File: src/rtl/sdram_init_seq.sv
module sdram_init_seq #(
  parameter int ADDR_W  = 13,
  parameter int PWR_CYC = 20000,
  parameter int T_RP    = 3,
  parameter int T_RC    = 8,
  parameter int T_MRD   = 2
) (
  input  logic              clk,
  input  logic              rst_n,
  input  logic              mobile_en,
  input  logic [2:0]        cas_lat,
  input  logic [2:0]        burst_len,
  input  logic [1:0]        tcsr,
  input  logic [1:0]        drv_str,
  input  logic [2:0]        pasr,
  output logic              cke,
  output logic              cs_n,
  output logic              ras_n,
  output logic              cas_n,
  output logic              we_n,
  output logic [ADDR_W-1:0] addr,
  output logic [1:0]        ba,
  output logic              done
);
  localparam int REF_TOTAL = 8;
  localparam int GAP_MAX   = (T_RC > T_RP) ? ((T_RC > T_MRD) ? T_RC : T_MRD)
                                           : ((T_RP > T_MRD) ? T_RP : T_MRD);
  localparam int MAXC      = (PWR_CYC > GAP_MAX) ? PWR_CYC : GAP_MAX;
  localparam int CW        = $clog2(MAXC + 1);

  typedef enum logic [3:0] {
    S_PWR, S_CKE, S_NOP, S_PRE, S_REF, S_MRS, S_EMRS, S_WAIT, S_DONE
  } st_t;

  st_t           st, after;
  logic [CW-1:0] cnt;
  logic [3:0]    refs;
  logic [3:0]    cmd;

  always_ff @(posedge clk or negedge rst_n) begin
    if (!rst_n) begin
      st    <= S_PWR;
      after <= S_CKE;
      cnt   <= CW'(PWR_CYC - 1);
      refs  <= '0;
    end else begin
      case (st)
        S_PWR, S_WAIT: begin
          if (cnt == '0) st <= after;
          else           cnt <= cnt - 1'b1;
        end
        S_CKE: st <= S_NOP;
        S_NOP: st <= S_PRE;
        S_PRE: begin
          st    <= S_WAIT;
          cnt   <= CW'(T_RP - 2);
          after <= S_REF;
        end
        S_REF: begin
          refs  <= refs + 1'b1;
          st    <= S_WAIT;
          cnt   <= CW'(T_RC - 2);
          after <= (refs == 4'(REF_TOTAL - 1)) ? S_MRS : S_REF;
        end
        S_MRS: begin
          st    <= S_WAIT;
          cnt   <= CW'(T_MRD - 2);
          after <= mobile_en ? S_EMRS : S_DONE;
        end
        S_EMRS: begin
          st    <= S_WAIT;
          cnt   <= CW'(T_MRD - 2);
          after <= S_DONE;
        end
        default: st <= S_DONE;
      endcase
    end
  end

  always_comb begin
    addr = '0;
    ba   = 2'b00;
    case (st)
      S_PWR, S_CKE:  cmd = 4'b1111;
      S_PRE: begin
        cmd      = 4'b0010;
        addr[10] = 1'b1;
      end
      S_REF:         cmd = 4'b0001;
      S_MRS: begin
        cmd       = 4'b0000;
        addr[2:0] = burst_len;
        addr[6:4] = cas_lat;
      end
      S_EMRS: begin
        cmd       = 4'b0000;
        ba        = 2'b10;
        addr[2:0] = pasr;
        addr[4:3] = tcsr;
        addr[6:5] = drv_str;
      end
      default:       cmd = 4'b0111;
    endcase
  end

  assign {cs_n, ras_n, cas_n, we_n} = cmd;
  assign cke  = (st != S_PWR);
  assign done = (st == S_DONE);

  assert_no_cmd_cke_low_R1: assert property (@(posedge clk) disable iff (!rst_n)
    !cke |-> (cs_n && ras_n && cas_n && we_n && !done));

  assert_cke_holds_R2: assert property (@(posedge clk) disable iff (!rst_n)
    cke |=> cke);

  assert_pre_then_nop_R4: assert property (@(posedge clk) disable iff (!rst_n)
    (cmd == 4'b0010) |=> (cmd == 4'b0111));

  assert_ref_limit_R5: assert property (@(posedge clk) disable iff (!rst_n)
    (cmd == 4'b0001) |-> (refs < 4'(REF_TOTAL)));

  assert_ext_only_mobile_R7: assert property (@(posedge clk) disable iff (!rst_n)
    (cmd == 4'b0000 && ba == 2'b10) |-> mobile_en);

  assert_mode_before_done_R8: assert property (@(posedge clk) disable iff (!rst_n)
    (cmd == 4'b0000) |=> !done);

  assert_done_sticky_R8: assert property (@(posedge clk) disable iff (!rst_n)
    done |=> (done && cmd == 4'b0111));
endmodule

File: config.mk
export PLATFORM = sky130hd
export DESIGN_NAME = sdram_init_seq
export DESIGN_NICKNAME = d
export VERILOG_FILES = /design/src/rtl/sdram_init_seq.sv
export SDC_FILE = /design/constraint.sdc
export NUM_CORES = 1
export LEC_CHECK = 0
export ABC_AREA = 1
export BUFFER_PORTS_ARGS = -buffer_cell sky130_fd_sc_hd__clkbuf_2
export CAP_MARGIN = 20
export CORE_MARGIN = 2
export CORE_UTILIZATION = 50
export CTS_CLUSTER_SIZE = 24
export DETAILED_ROUTE_END_ITERATION = 10
export PLACE_DENSITY = 0.72
export SLEW_MARGIN = 20
export SYNTH_ARGS = -nofsm -noshare
export SYNTH_HDL_FRONTEND = slang
export SYNTH_SLANG_ARGS = --single-unit
File: constraint.sdc
create_clock -name clk -period 2.1 [get_ports clk]
set_input_delay 0.315 -clock clk [delete_from_list [all_inputs] [get_ports clk]]
set_output_delay 0.315 -clock clk [all_outputs]
set_load 0.01 [all_outputs]
Yosys cells after proc, flatten, opt, wreduce, memory -nomap -nowiden
Index checks and enable logic that the tools add are counted.
{ "word_totals": {"inputBits": 16, "ff_bits": 27, "out_inout_bits": 21} }
{ "op_classes": {"add_sub_neg": 2, "reduce_logical": 10, "muxes": 13, "n_eq_ne": 11} }
{ "op_table": {"columns": ["op", "n"], "rows": [
  ["15-bit case mux with 4 select lines", 1],
  ["4-bit case mux with 4 select lines", 3],
  ["4-bit by 3-bit equality test with 1-bit output (second input constant)", 5],
  ["15-bit logical NOT", 1],
  ["15-bit two-way mux", 1],
  ["15-bit by 1-bit subtractor with 15-bit output (second input constant)", 1],
  ["3-bit case mux with 2 select lines", 2],
  ["4-bit nonzero test", 3],
  ["4-bit by 2-bit equality test with 1-bit output (second input constant)", 2],
  ["4-bit two-way mux", 2],
  ["2-bit OR reduction", 3],
  ["4-bit by 1-bit adder with 4-bit output (second input constant)", 1],
  ["4-bit by 1-bit equality test with 1-bit output (second input constant)", 1],
  ["4-bit equality test (second input constant)", 1],
  ["4-bit logical NOT", 1],
  ["2-bit != test (second input constant)", 2],
  ["4-bit OR reduction", 1],
  ["1-bit two-way mux", 3],
  ["2-bit two-way mux", 1],
  ["2-bit AND reduction", 1]
]} }

Logic depth before layout (Yosys ltp)
{ "depth": {"word_depth": 4, "ltp_mapped": 11, "depth_no_buf": 10} }

Least setup slack after synthesis
Ideal clock, no wire load.
{ "synth_path": {"path_kind": "reg2reg", "from": "register cnt[0]", "to": "register cnt[12]", "arrival_time_ns": 1.453, "stages_incl_launch_ff": 10, "setup_time_ns": 0.118, "synth_period_minus_slack_ns": 1.572, "path_slack_ns": 0.528, "cell_sequence": "dfstp_2 -> inv_1 -> ha_1 -> nand2_1 -> nor2_1 -> nand3_1 -> nand2_1 -> buf_4 -> nand2_1 -> nand2_1"} }
{ "synth_via": {"elab_chain_len": 3, "word_cells_on_any_way": 6, "cone_classes": "1 x add/sub; 1 x eq/ne; 2 x mux; 2 x reduce/logical"} }
{ "synth_lines": {"columns": ["item", "line_no", "text"], "rows": [
  ["start, declared", "36", "logic [CW-1:0] cnt;"],
  ["start signal, assigned", "44", "cnt <= CW'(PWR_CYC - 1);"],
  ["start signal, assigned", "50", "else cnt <= cnt - 1'b1;"],
  ["start signal, assigned", "56", "cnt <= CW'(T_RP - 2);"],
  ["15-bit by 1-bit subtractor with 15-bit output or 15-bit logical NOT (tied branches)", "50, 49", null],
  ["15-bit two-way mux or 2-bit != test (tied branches)", null, null],
  ["15-bit case mux with 4 select lines or 2-bit AND reduction (tied branches)", null, null]
]} }
Several ways; a longest one is shown, not always the timed one. The select of a mux whose other input is x is not followed.
A chain may end at the register's enable or synchronous reset.

Worst setup path after layout
{ "layout_path": {"from": "register st[1]", "to": "output port addr[5]"} }
{ "layout_via": {"elab_chain_len": 2, "word_cells_on_any_way": 3, "cone_classes": "2 x eq/ne; 1 x mux"} }
{ "layout_lines": {"columns": ["item", "line_no", "text"], "rows": [
  ["start, declared", "35", "st_t st, after;"],
  ["start signal, assigned", "49", "if (cnt == '0) st <= after;"],
  ["4-bit by 3-bit equality test with 1-bit output", "83", "case (st)"],
  ["3-bit case mux with 2 select lines *", "83", null],
  ["end, declared", "21", "output logic [ADDR_W-1:0] addr,"]
]} }
Mark *: on every way between the ends. The rest lies on a longest branch, timed or not.

==> implementation parameters <==
Parameter                              Value

Status
  Outcome ... finished with violations
  Violated checks ... hold timing

Layout
  Nets@finish ... around 280
  Count of inserted antenna diode cells ... 0
  Share of final-layout standard cells stronger than drive strength 1 ... 21.8%
  Final standard cell utilization of the core ... between 50 and 60%
  Layout overhead on the synthesized area ... 11.9%
  Number of fill cells ... 334

Synth
  Adder and majority gate portion of the synthesized area ... approximately 1.5%
  Yosys top cell area share ... about a quarter
  Fraction of registers with async set/reset ... 100%
  Number of enable flip-flop cells after synthesis ... 0
  Seq cells post-synth ... 27
  Compound-gate portion of the synthesized area ... about an eighth
  Dominant cells by area after synthesis ... dfrtp_1 25%, dfstp_2 16%, nand2_1 14%, nor2_1 7.1%, inv_1 4.9%
  Synth Cell Area ... 1690 um^2
  Xor/xnor cell area share of the yosys netlist ... under 10%
  Mux cell area share after synthesis ... 0.665%
  Synth cell count leaders ... 65 x nand2_1, 32 x nor2_1, 22 x inv_1, 17 x dfrtp_1, 16 x nand3_1
  Mean instance size in the synthesized netlist ... around 7.3 um^2
  Most area-hungry cell type in the Yosys netlist ... dfrtp_1
  Synth Area in Simple Gates ... between 30 and 40%
  Portion of the post-synthesis area used by sequential elements ... 40.7%
  Warnings from Yosys ... 0
  Dominant combinational cell family by area after synthesis ... simple AND/OR/NAND/NOR gates
  Primary FF master, synth ... dfrtp_1
  Synth Instances ... around 230
  Library cell with the highest instance count after synthesis ... nand2_1
  Number of distinct library cell variants in the gate-level netlist after synthesis ... 29

Timing
  Unrepaired setup endpoints after global routing ... false
  Setup TNS ... 0 ns
  Pin slew with the least headroom to its limit ... around 0.67 ns
  Slew margin rel. ... 55.4%
  Post-route clock period utilization ... 92.2%
  Final setup vio count ... 0
  Final worst clock skew ... ~0.00092 ns
  Count of final hold-check violations ... 12
  Number of pins exceeding their max-slew limit in the final report ... 0
  Hold_ws ... -0.00399 ns
  Highest attainable clock frequency ... 516 MHz
  Time the worst path needs with I/O delays and setup ... a little under 2 ns
  Fin worst setup slack ... 0.163 ns

CTS
  Sink Count ... 27
  Number of buffers created by CTS ... 3
  Clock tree root driver cell ... clkbuf_4
  H-Tree Depth ... 1
  Number of buffers added to fix hold violations after cts ... 0
  Post-cts resize count ... 0
  TritonCTS clock tree ... built
  Buffer depth of the longest clock path ... 2
  Post-CTS repair timing setup buffer count ... 0
  Clock latency at the later pin of the worst-skew pair ... between 0.3 and 0.4 ns
  Clock-pin slew on the worst setup and hold paths ... between 0.1 and 0.15 ns

Worst setup path
  Arrival time worst endpoint ... ~1.6 ns
  WS Path Type ... reg -> out
  Peak fanout along the critical path ... 9
  Reg-to-reg slack, setup ... 0.29 ns
  Startpoint class of the critical path ... flip-flop
  Crit path required time ... roughly 1.8 ns
  Worst Reg-to-Reg Cells ... 7
  Worst setup EP type ... output port

Die
  Die X ... slightly above 60 um
  Row count ... 21
  Initial Utilization ... between 50% and 60%
  Number of placed I/O pins ... 37
  Placeable Area ... approximately 3300 um^2
  Vert. Die Dim ... a little over 60 um
  Area enclosed by the die boundary ... just under 4000 um^2

Routing
  First-iteration detailed-routing DRC count ... 78
  Per-cell routed wire length ... roughly 11 um
  DRC Markers ... 0
  Routed Antenna Nets ... 0
  Pre-antenna DRT Iters ... 4
  DR vias/cell ... approximately 5
  Count of vias placed by the detailed router ... around 1,500
  Final WL ... roughly 3.3 mm

Pwr
  Total power per unit cell area ... roughly 410 nW/um^2
  Static leakage power ... 1.06 nW
  Maximum resistive drop on vdd ... ~0.29 mV

Placed design
  Half-perimeter wire length of the detailed placement result ... 2.53 mm
  Port Buffer Count ... 30
  Routability-driven placement congestion ratio ... 0.829
  Setup Slack @ Placement ... 0.345 ns

Global routing
  Overall track demand over capacity in global routing ... between 10% and 20%
  Via count of the first global-routing pass ... approximately 1,400
  GRT overflow ... 0
  Antenna violations before repair ... 0
  Maximum number of pins on one net before global-route repair ... 28
  First-pass GRT wire length ... between 5 and 6 mm

Hold path
  Worst min-delay path class ... in -> async

Job
  Max-cap violations ... 0
## cells in the final DEF, fill, tap and decap left out, drive strengths merged
cell,instances
nand2,69
clkbuf,33
nor2,32
inv,24
dfrtp,17
nand3,16
o21ai,16
dfstp,10
a21oi,8
a22o,6
conb,6
xor2,5
nand4,4
and2,2
xnor2,2
o21bai,2
or2,2
ha,2
nor3,1
nor4,1
o21a,1
mux2,1
clkinv,1
buf,1
## metal layers
metal / global-route usage [%] / vias up / part of all wire [%]
met5: 0 / - / 0
met4: 3.33 / 0 / 0.63
met3: 3.26 / 2 / 2.6
met2: 33.2 / 22 / 49
met1: 24.2 / 687 / 48
li1: - / 796 / -
## logic make-up after synthesis
| family | after synthesis |
|---|---|
| AOI/OAI and AO/OA | 33 |
| DFF | 27 |
| other | 1 |
| buffers and inverters | 33 |
| muxes | 1 |
| and+or+nand+nor | 127 |
| xor gates and xnor gates | 7 |
| adders and majority gates | 2 |
## state kept, by name, indices dropped and copies added, names as in the netlist
name / count
after: 4
st: 4
cnt: 15
refs: 4
## stage by stage
| step | std cells | power, mW | cell area (um^2) |
|---|---|---|---|
| 4_1_cts | 308 | 0.786 | 1890 |
| 2_1_floorplan | 236 | 0.543 | 1710 |
| 5_1_grt | 308 | 0.814 | 1890 |
| 3_3_place_gp | 304 | 0.558 | 1860 |
| 3_5_place_dp | 304 | 0.558 | 1860 |
| 6_report | 308 | 0.773 | 1890 |
## layout make-up
| cell class | instances | area, um^2 | area share, % |
|---|---|---|---|
| inverter | 24 | 92.6 | 4.89 |
| multi-input combinational | 176 | 871 | 46.0 |
| timing repair buffer | 31 | 158 | 8.32 |
| tap | 46 | 57.6 | 3.04 |
| sequential | 27 | 688 | 36.3 |
| clock inverter | 1 | 5.00 | 0.264 |
| clock buffer | 3 | 22.5 | 1.19 |
## power by group
part / internal (mW) / switching (mW) / total (mW)
Clock: 0.0714 / 0.153 / 0.224
Combinational: 0.00976 / 0.0179 / 0.0276
Sequential: 0.521 / 0 / 0.521
## critical path: stages, from the launching register on
cell and delay, ns:
dfrtp_1 0.48, inv_1 0.13, nor3_4 0.36, a22o_1 0.20, clkbuf_2 0.12
## path summary, 6_finish.rpt
| kind | start | to |
|---|---|---|
| hold reg to reg | refs[3] | after[0] |
| hold / removal | rst_n | cnt[7] |
| setup / recovery | st[1] | addr[5] |
| max in group asynchronous | rst_n | st[3] |
| min in group clk | mobile_en | after[1] |
| setup reg to reg | cnt[0] | cnt[10] |
Note: power is estimated with default switching activity, not from simulation.
